==> config.mk <==
export PLATFORM = sky130hd
export DESIGN_NAME = berger_fir
export DESIGN_NICKNAME = d
export VERILOG_FILES = /design/src/rtl/berger_fir_pkg.sv /design/src/rtl/bf_carry_add.sv /design/src/rtl/bf_check_line.sv /design/src/rtl/bf_mac_predict.sv /design/src/rtl/berger_fir.sv
export SDC_FILE = /design/constraint.sdc
export NUM_CORES = 1
export LEC_CHECK = 0
export BUFFER_PORTS_ARGS = -buffer_cell sky130_fd_sc_hd__buf_2
export CORE_MARGIN = 2
export CORE_UTILIZATION = 45
export DETAILED_ROUTE_END_ITERATION = 16
export SETUP_SLACK_MARGIN = 0.1
export SKIP_LAST_GASP = 1
export SLEW_MARGIN = 20
export SYNTH_ARGS = -nofsm -noshare
export SYNTH_HDL_FRONTEND = slang
export SYNTH_SLANG_ARGS = --single-unit
==> constraint.sdc <==
create_clock -name clk_i -period 15.84 [get_ports clk_i]
set_clock_uncertainty 0.2 [all_clocks]
set_input_delay 0.792 -clock clk_i [delete_from_list [all_inputs] [get_ports clk_i]]
set_output_delay 0.792 -clock clk_i [all_outputs]
set_load 0.02 [all_outputs]
==> src/rtl/berger_fir_pkg.sv <==
package berger_fir_pkg;

  typedef enum logic [1:0] {ST_IDLE, ST_RUN, ST_DONE} fir_state_e;

  function automatic logic [7:0] ones64(input logic [63:0] v);
    logic [7:0] c;
    c = '0;
    for (int i = 0; i < 64; i++) c = c + {7'd0, v[i]};
    return c;
  endfunction

endpackage

==> src/rtl/bf_carry_add.sv <==
// Adder that also reports how many bit positions produced a carry.
module bf_carry_add
  import berger_fir_pkg::*;
#(
  parameter int W     = 16,
  parameter int CNT_W = 8
) (
  input  logic [W-1:0]     a_i,
  input  logic [W-1:0]     b_i,
  output logic [W-1:0]     sum_o,
  output logic [CNT_W-1:0] cnt_o
);
  logic [W:0] full;
  logic [W:0] cin_vec;

  assign full    = {1'b0, a_i} + {1'b0, b_i};
  // carry into bit k is a^b^s at k, so this vector holds every carry out
  assign cin_vec = {1'b0, a_i} ^ {1'b0, b_i} ^ full;
  assign sum_o   = full[W-1:0];
  assign cnt_o   = CNT_W'(ones64(64'(cin_vec)));
endmodule

==> src/rtl/bf_check_line.sv <==
// Sample history with a parallel line of ones-counts.
module bf_check_line
  import berger_fir_pkg::*;
#(
  parameter int TAPS  = 8,
  parameter int DW    = 8,
  parameter int CNT_W = 8,
  parameter int TAP_W = 3
) (
  input  logic             clk_i,
  input  logic             rst_ni,
  input  logic             shift_i,
  input  logic [DW-1:0]    din_i,
  input  logic [TAP_W-1:0] sel_i,
  output logic [DW-1:0]    x_o,
  output logic [CNT_W-1:0] nx_o
);
  logic [DW-1:0]    x_q [TAPS];
  logic [CNT_W-1:0] n_q [TAPS];
  logic [CNT_W-1:0] n_in;

  assign n_in = CNT_W'(ones64(64'(din_i)));

  always_ff @(posedge clk_i or negedge rst_ni) begin
    if (!rst_ni) begin
      for (int k = 0; k < TAPS; k++) begin
        x_q[k] <= '0;
        n_q[k] <= '0;
      end
    end else if (shift_i) begin
      x_q[0] <= din_i;
      n_q[0] <= n_in;
      for (int k = 1; k < TAPS; k++) begin
        x_q[k] <= x_q[k-1];
        n_q[k] <= n_q[k-1];
      end
    end
  end

  assign x_o  = x_q[sel_i];
  assign nx_o = n_q[sel_i];
endmodule

==> src/rtl/bf_mac_predict.sv <==
// Row-wise multiplier, accumulator adder and merged ones-count predictor.
module bf_mac_predict
  import berger_fir_pkg::*;
#(
  parameter int DW    = 8,
  parameter int ACC_W = 19,
  parameter int CNT_W = 8
) (
  input  logic [DW-1:0]    h_i,
  input  logic [DW-1:0]    x_i,
  input  logic [CNT_W-1:0] nh_i,
  input  logic [CNT_W-1:0] nx_i,
  input  logic [ACC_W-1:0] acc_i,
  input  logic [CNT_W-1:0] nacc_i,
  output logic [ACC_W-1:0] acc_o,
  output logic [CNT_W-1:0] npred_o
);
  localparam int PW = 2 * DW;

  logic [PW-1:0]    part [DW+1];
  logic [CNT_W-1:0] ncm  [DW];
  logic [CNT_W-1:0] ncm_sum;
  logic [CNT_W-1:0] nca;

  assign part[0] = '0;

  for (genvar j = 0; j < DW; j++) begin : g_row
    logic [PW-1:0] addend;
    assign addend = x_i[j] ? (PW'(h_i) << j) : '0;
    bf_carry_add #(.W(PW), .CNT_W(CNT_W)) u_row (
      .a_i  (part[j]),
      .b_i  (addend),
      .sum_o(part[j+1]),
      .cnt_o(ncm[j])
    );
  end

  always_comb begin
    ncm_sum = '0;
    for (int j = 0; j < DW; j++) ncm_sum = ncm_sum + ncm[j];
  end

  bf_carry_add #(.W(ACC_W), .CNT_W(CNT_W)) u_acc (
    .a_i  (acc_i),
    .b_i  (ACC_W'(part[DW])),
    .sum_o(acc_o),
    .cnt_o(nca)
  );

  // N[h]N[x] + N[S_prev] - N[C_acc] - sum N[C_row] = N[S_new]
  assign npred_o = CNT_W'(nh_i * nx_i) + nacc_i - nca - ncm_sum;
endmodule

==> src/rtl/berger_fir.sv <==
module berger_fir
  import berger_fir_pkg::*;
#(
  parameter int                   TAPS   = 8,
  parameter int                   DW     = 8,
  parameter logic [TAPS*DW-1:0]   COEFFS = {8'd3, 8'd17, 8'd60, 8'd120,
                                            8'd120, 8'd60, 8'd17, 8'd3},
  localparam int                  ACC_W  = 2 * DW + $clog2(TAPS)
) (
  input  logic             clk_i,
  input  logic             rst_ni,
  input  logic             in_valid_i,
  output logic             in_ready_o,
  input  logic [DW-1:0]    in_data_i,
  output logic             out_valid_o,
  output logic [ACC_W-1:0] out_data_o,
  output logic             err_o,
  input  logic [ACC_W-1:0] fault_set_i,
  input  logic [ACC_W-1:0] fault_clr_i
);
  localparam int TAP_W = (TAPS > 1) ? $clog2(TAPS) : 1;
  localparam int CNT_W = $clog2(DW * DW + ACC_W + 1) + 1;

  fir_state_e       state_q;
  logic [TAP_W-1:0] tap_q;
  logic [ACC_W-1:0] acc_q, acc_nxt, y_q;
  logic [CNT_W-1:0] nacc_q, npred;
  logic             vld_q, err_q;
  logic             accept, mismatch;
  logic [DW-1:0]    x_sel, h_sel;
  logic [CNT_W-1:0] nx_sel, nh_sel;
  logic [CNT_W-1:0] nh_tab [TAPS];

  assign in_ready_o = (state_q == ST_IDLE);
  assign accept     = in_valid_i && in_ready_o;

  for (genvar g = 0; g < TAPS; g++) begin : g_ncoef
    assign nh_tab[g] = CNT_W'(ones64(64'(COEFFS[g*DW +: DW])));
  end

  assign h_sel  = COEFFS[tap_q*DW +: DW];
  assign nh_sel = nh_tab[tap_q];

  bf_check_line #(.TAPS(TAPS), .DW(DW), .CNT_W(CNT_W), .TAP_W(TAP_W)) u_line (
    .clk_i  (clk_i),
    .rst_ni (rst_ni),
    .shift_i(accept),
    .din_i  (in_data_i),
    .sel_i  (tap_q),
    .x_o    (x_sel),
    .nx_o   (nx_sel)
  );

  bf_mac_predict #(.DW(DW), .ACC_W(ACC_W), .CNT_W(CNT_W)) u_mac (
    .h_i    (h_sel),
    .x_i    (x_sel),
    .nh_i   (nh_sel),
    .nx_i   (nx_sel),
    .acc_i  (acc_q),
    .nacc_i (nacc_q),
    .acc_o  (acc_nxt),
    .npred_o(npred)
  );

  assign mismatch = CNT_W'(ones64(64'(acc_q))) != nacc_q;

  always_ff @(posedge clk_i or negedge rst_ni) begin
    if (!rst_ni) begin
      state_q <= ST_IDLE;
      tap_q   <= '0;
      acc_q   <= '0;
      nacc_q  <= '0;
      y_q     <= '0;
      vld_q   <= 1'b0;
      err_q   <= 1'b0;
    end else begin
      vld_q <= 1'b0;
      err_q <= err_q | mismatch;
      unique case (state_q)
        ST_IDLE: if (in_valid_i) begin
          acc_q   <= fault_set_i & ~fault_clr_i;
          nacc_q  <= '0;
          tap_q   <= '0;
          state_q <= ST_RUN;
        end
        ST_RUN: begin
          acc_q  <= (acc_nxt | fault_set_i) & ~fault_clr_i;
          nacc_q <= npred;
          tap_q  <= tap_q + 1'b1;
          if (tap_q == TAP_W'(TAPS - 1)) state_q <= ST_DONE;
        end
        ST_DONE: begin
          y_q     <= acc_q;
          vld_q   <= 1'b1;
          state_q <= ST_IDLE;
        end
        default: state_q <= ST_IDLE;
      endcase
    end
  end

  assign out_valid_o = vld_q;
  assign out_data_o  = y_q;
  assign err_o       = err_q;
endmodule

==> results.py <==
metrics = {
    "placement": {
        "dp_hpwl_um": 25300,
        "gp_congestion": 0.882,
        "io_buffer_count": 70,
    },
    "sta": {
        "report.final.setup_viol": 0,
        "tightest_slew_ps": 993,
        "relSlewSlack_pct": 33.8,
        "fin_crit_ps": 15230,
        "post-route-period-util_pct": 96.2,
        "maxSlewViolCount": 0,
        "fmax_mhz": 65.6,
        "hold_viol": 0,
    },
    "detailed_routing": {
        "vias": 10287,
        "routedWlPerCell_um": 16.2,
        "drc_errors": 0,
        "drt-vias-per-instance": 5.10,
        "drt_pass1_iterations": 5,
        "wl_um": 32600,
        "drtIter0Drc": 590,
        "detail-route-antenna-nets": 0,
    },
    "logic_synthesis": {
        "netlist_instances": 1494,
        "yosys-top-cells-area": "dfrtp_1, ha_1, fa_1",
        "async_flop_share_pct": 100,
        "synth_common_cells": "nand2_1, inv_1, ha_1, dfrtp_1, fa_1",
        "ys_types": 55,
        "syn-num-nets": 1840,
        "ys.flop_type": "dfrtp_1",
        "ys_seq_area_share_pct": 26.7,
        "synth_edf_count": 0,
        "yosysTopAreaCell": "dfrtp_1",
        "yosysWarnings": 0,
        "yosys_register_bits": 149,
        "synth_top_area_share_pct": 26.7,
        "syn_area_per_cell_um2": 9.34,
        "syn_area_um2": 14000,
        "yosysMostFrequentCell": "nand2_1",
    },
    "worst_setup_path": {
        "crit_arrival_ps": 15330,
        "slowest_delay_ps": 570,
        "startpoint_type": "flop",
        "crit_start": "tap_q[0]$_DFFE_PN0P_",
        "rr_worst_depth": 61,
        "critPathKind": "reg -> reg",
        "regToRegSetupSlack_ps": 610,
        "crit_path_top_delay_cell": "fa_1",
        "r2r_end": "nacc_q[7]$_DFFE_PN0P_",
        "path_max_fanout": 6,
        "reg2reg_from": "tap_q[0]$_DFFE_PN0P_",
        "critPathCapture": "nacc_q[7]$_DFFE_PN0P_",
        "cp.required_ps": 15930,
        "endpoint_kind": "flop",
    },
    "clocking": {
        "clk_pin_slew_ps": 70,
        "cts_buffer_depth": 2,
        "cts_tree": "done",
        "htree_levels": 4,
        "clock_latency_ps": 420,
        "cts_made_buffers": 17,
        "clkSinkCount": 149,
        "cts_root_buf": "clkbuf_16",
        "hold_buffers": 0,
    },
    "final_layout": {
        "finish.utilization_pct": 53.2,
        "layout-drive-gt1-share_pct": 20.0,
        "syn_to_final_growth_pct": 16.6,
        "nets": 1953,
        "diodes": 0,
    },
    "die": {
        "rows": 64,
        "die_h_um": 180,
        "num_io_pins": 71,
        "core_um2": 30600,
        "die_x_um": 180,
        "die_area_um2": 32400,
        "start_util_pct": 45.6,
    },
    "grt": {
        "gr-total-overflow": 0,
        "grt_max_degree": 98,
        "grt_pass1_vias": 10558,
        "antenna_found_initial": 0,
        "grt_pass1_wl_um": 53600,
        "track_usage_pct": 20.5,
    },
    "worst_hold_path": {
        "worstHoldPathType": "in -> async",
    },
    "run_status": {
        "status": "completed",
    },
    "job": {
        "max_cap_violations": 0,
    },
}
worst min-delay path by stage:
stage                                          from                   endpoint  slack [ps]  cells past startpoint
after floorplan           u_line.n_q[0]$_DFFE_PN0P_  u_line.n_q[0]$_DFFE_PN0P_         240                      2
after global placement    u_line.x_q[6]$_DFFE_PN0P_  u_line.x_q[6]$_DFFE_PN0P_         250                      2
after detailed placement  u_line.x_q[6]$_DFFE_PN0P_  u_line.x_q[6]$_DFFE_PN0P_         260                      2
after CTS                                    rst_ni       acc_q[4]$_DFFE_PN0P_         240                      1
after global routing                         rst_ni       acc_q[4]$_DFFE_PN0P_         270                      1
final                                        rst_ni       acc_q[9]$_DFFE_PN0P_         190                      1
layout by cell type, fill, tap and decap left out, drive strengths merged, types with 24 or more instances in the layout:
cell	instances
dfrtp	149
a21o	43
nor2	71
ha	188
o21ai	42
a21oi	46
buf	139
mux4	24
xnor2	45
inv	242
nand2	322
fa	109
xor2	30
mux2	24
critical path: cells and delay by family, from the launching register on:
kind,cells,cell delay (ps)
adder cells (fa/ha/maj),25,8990
AO/OA/AOI/OAI,14,2470
XOR/XNOR,6,1210
multiplexers,2,750
buffers and inverters,10,660
flip-flops,1,450
AND/OR/NAND/NOR,4,360
sequential cells by signal, summed over array words and instances, names as in the netlist:
register	count
acc_q	19
err_o	1
nacc_q	8
out_data_o	19
out_valid_o	1
state_q	2
tap_q	3
u_line.n_q	32
u_line.x_q	64
per-stage QoR:
stage / hold slack, ps / cells / setup TNS, ps / instance area (um^2) / setup WS [ps]
after floorplan: 241 / 1494 / 0 / 14000 / 111
after global placement: 254 / 1964 / 0 / 15000 / 130
after detailed placement: 261 / 1964 / -89.6 / 15000 / -89.6
after CTS: 237 / 1996 / 0 / 15700 / 127
after global routing: 267 / 2016 / -27.9 / 16300 / -27.9
final: 190 / 2016 / 0 / 16300 / 605
cells by family after synthesis:
kind of cell    share of synthesized area [%]
simple gates                             13.1
fa+ha+maj                                32.5
buf+inv                                  7.61
compound gates                           8.40
flops                                    26.7
xor+xnor                                 4.71
mux                                      6.99
timing repair:
| item | in CTS | in global routing |
|---|---|---|
| pin swaps | 3 | 66 |
| setup endpoints to repair | 3 | 5 |
| gates resized for setup | 15 | 95 |
| setup buffers | 0 | 20 |
per-layer routing:
metal / vias up / share of wire, % / global-route usage, %
met3: 23 / 3.5 / 2.95
met4: 0 / 1.1 / 3.74
met5: - / 0 / 0
li1: 5016 / - / -
met1: 5075 / 47 / 29.6
met2: 173 / 48 / 33.1
final cells by class:
cell class              count  area (um^2)
clock buffers              17          425
clock inverters            15          208
fillers                  2787        14300
inverters                 235          886
multi-input cells        1065         9650
flip-flops and latches    149         3730
well taps                 396          495
repair buffers            139          878
Power is left out: the tool's default activity adds up to more than one toggle a clock period on the data nets, which glitch-free logic cannot reach.
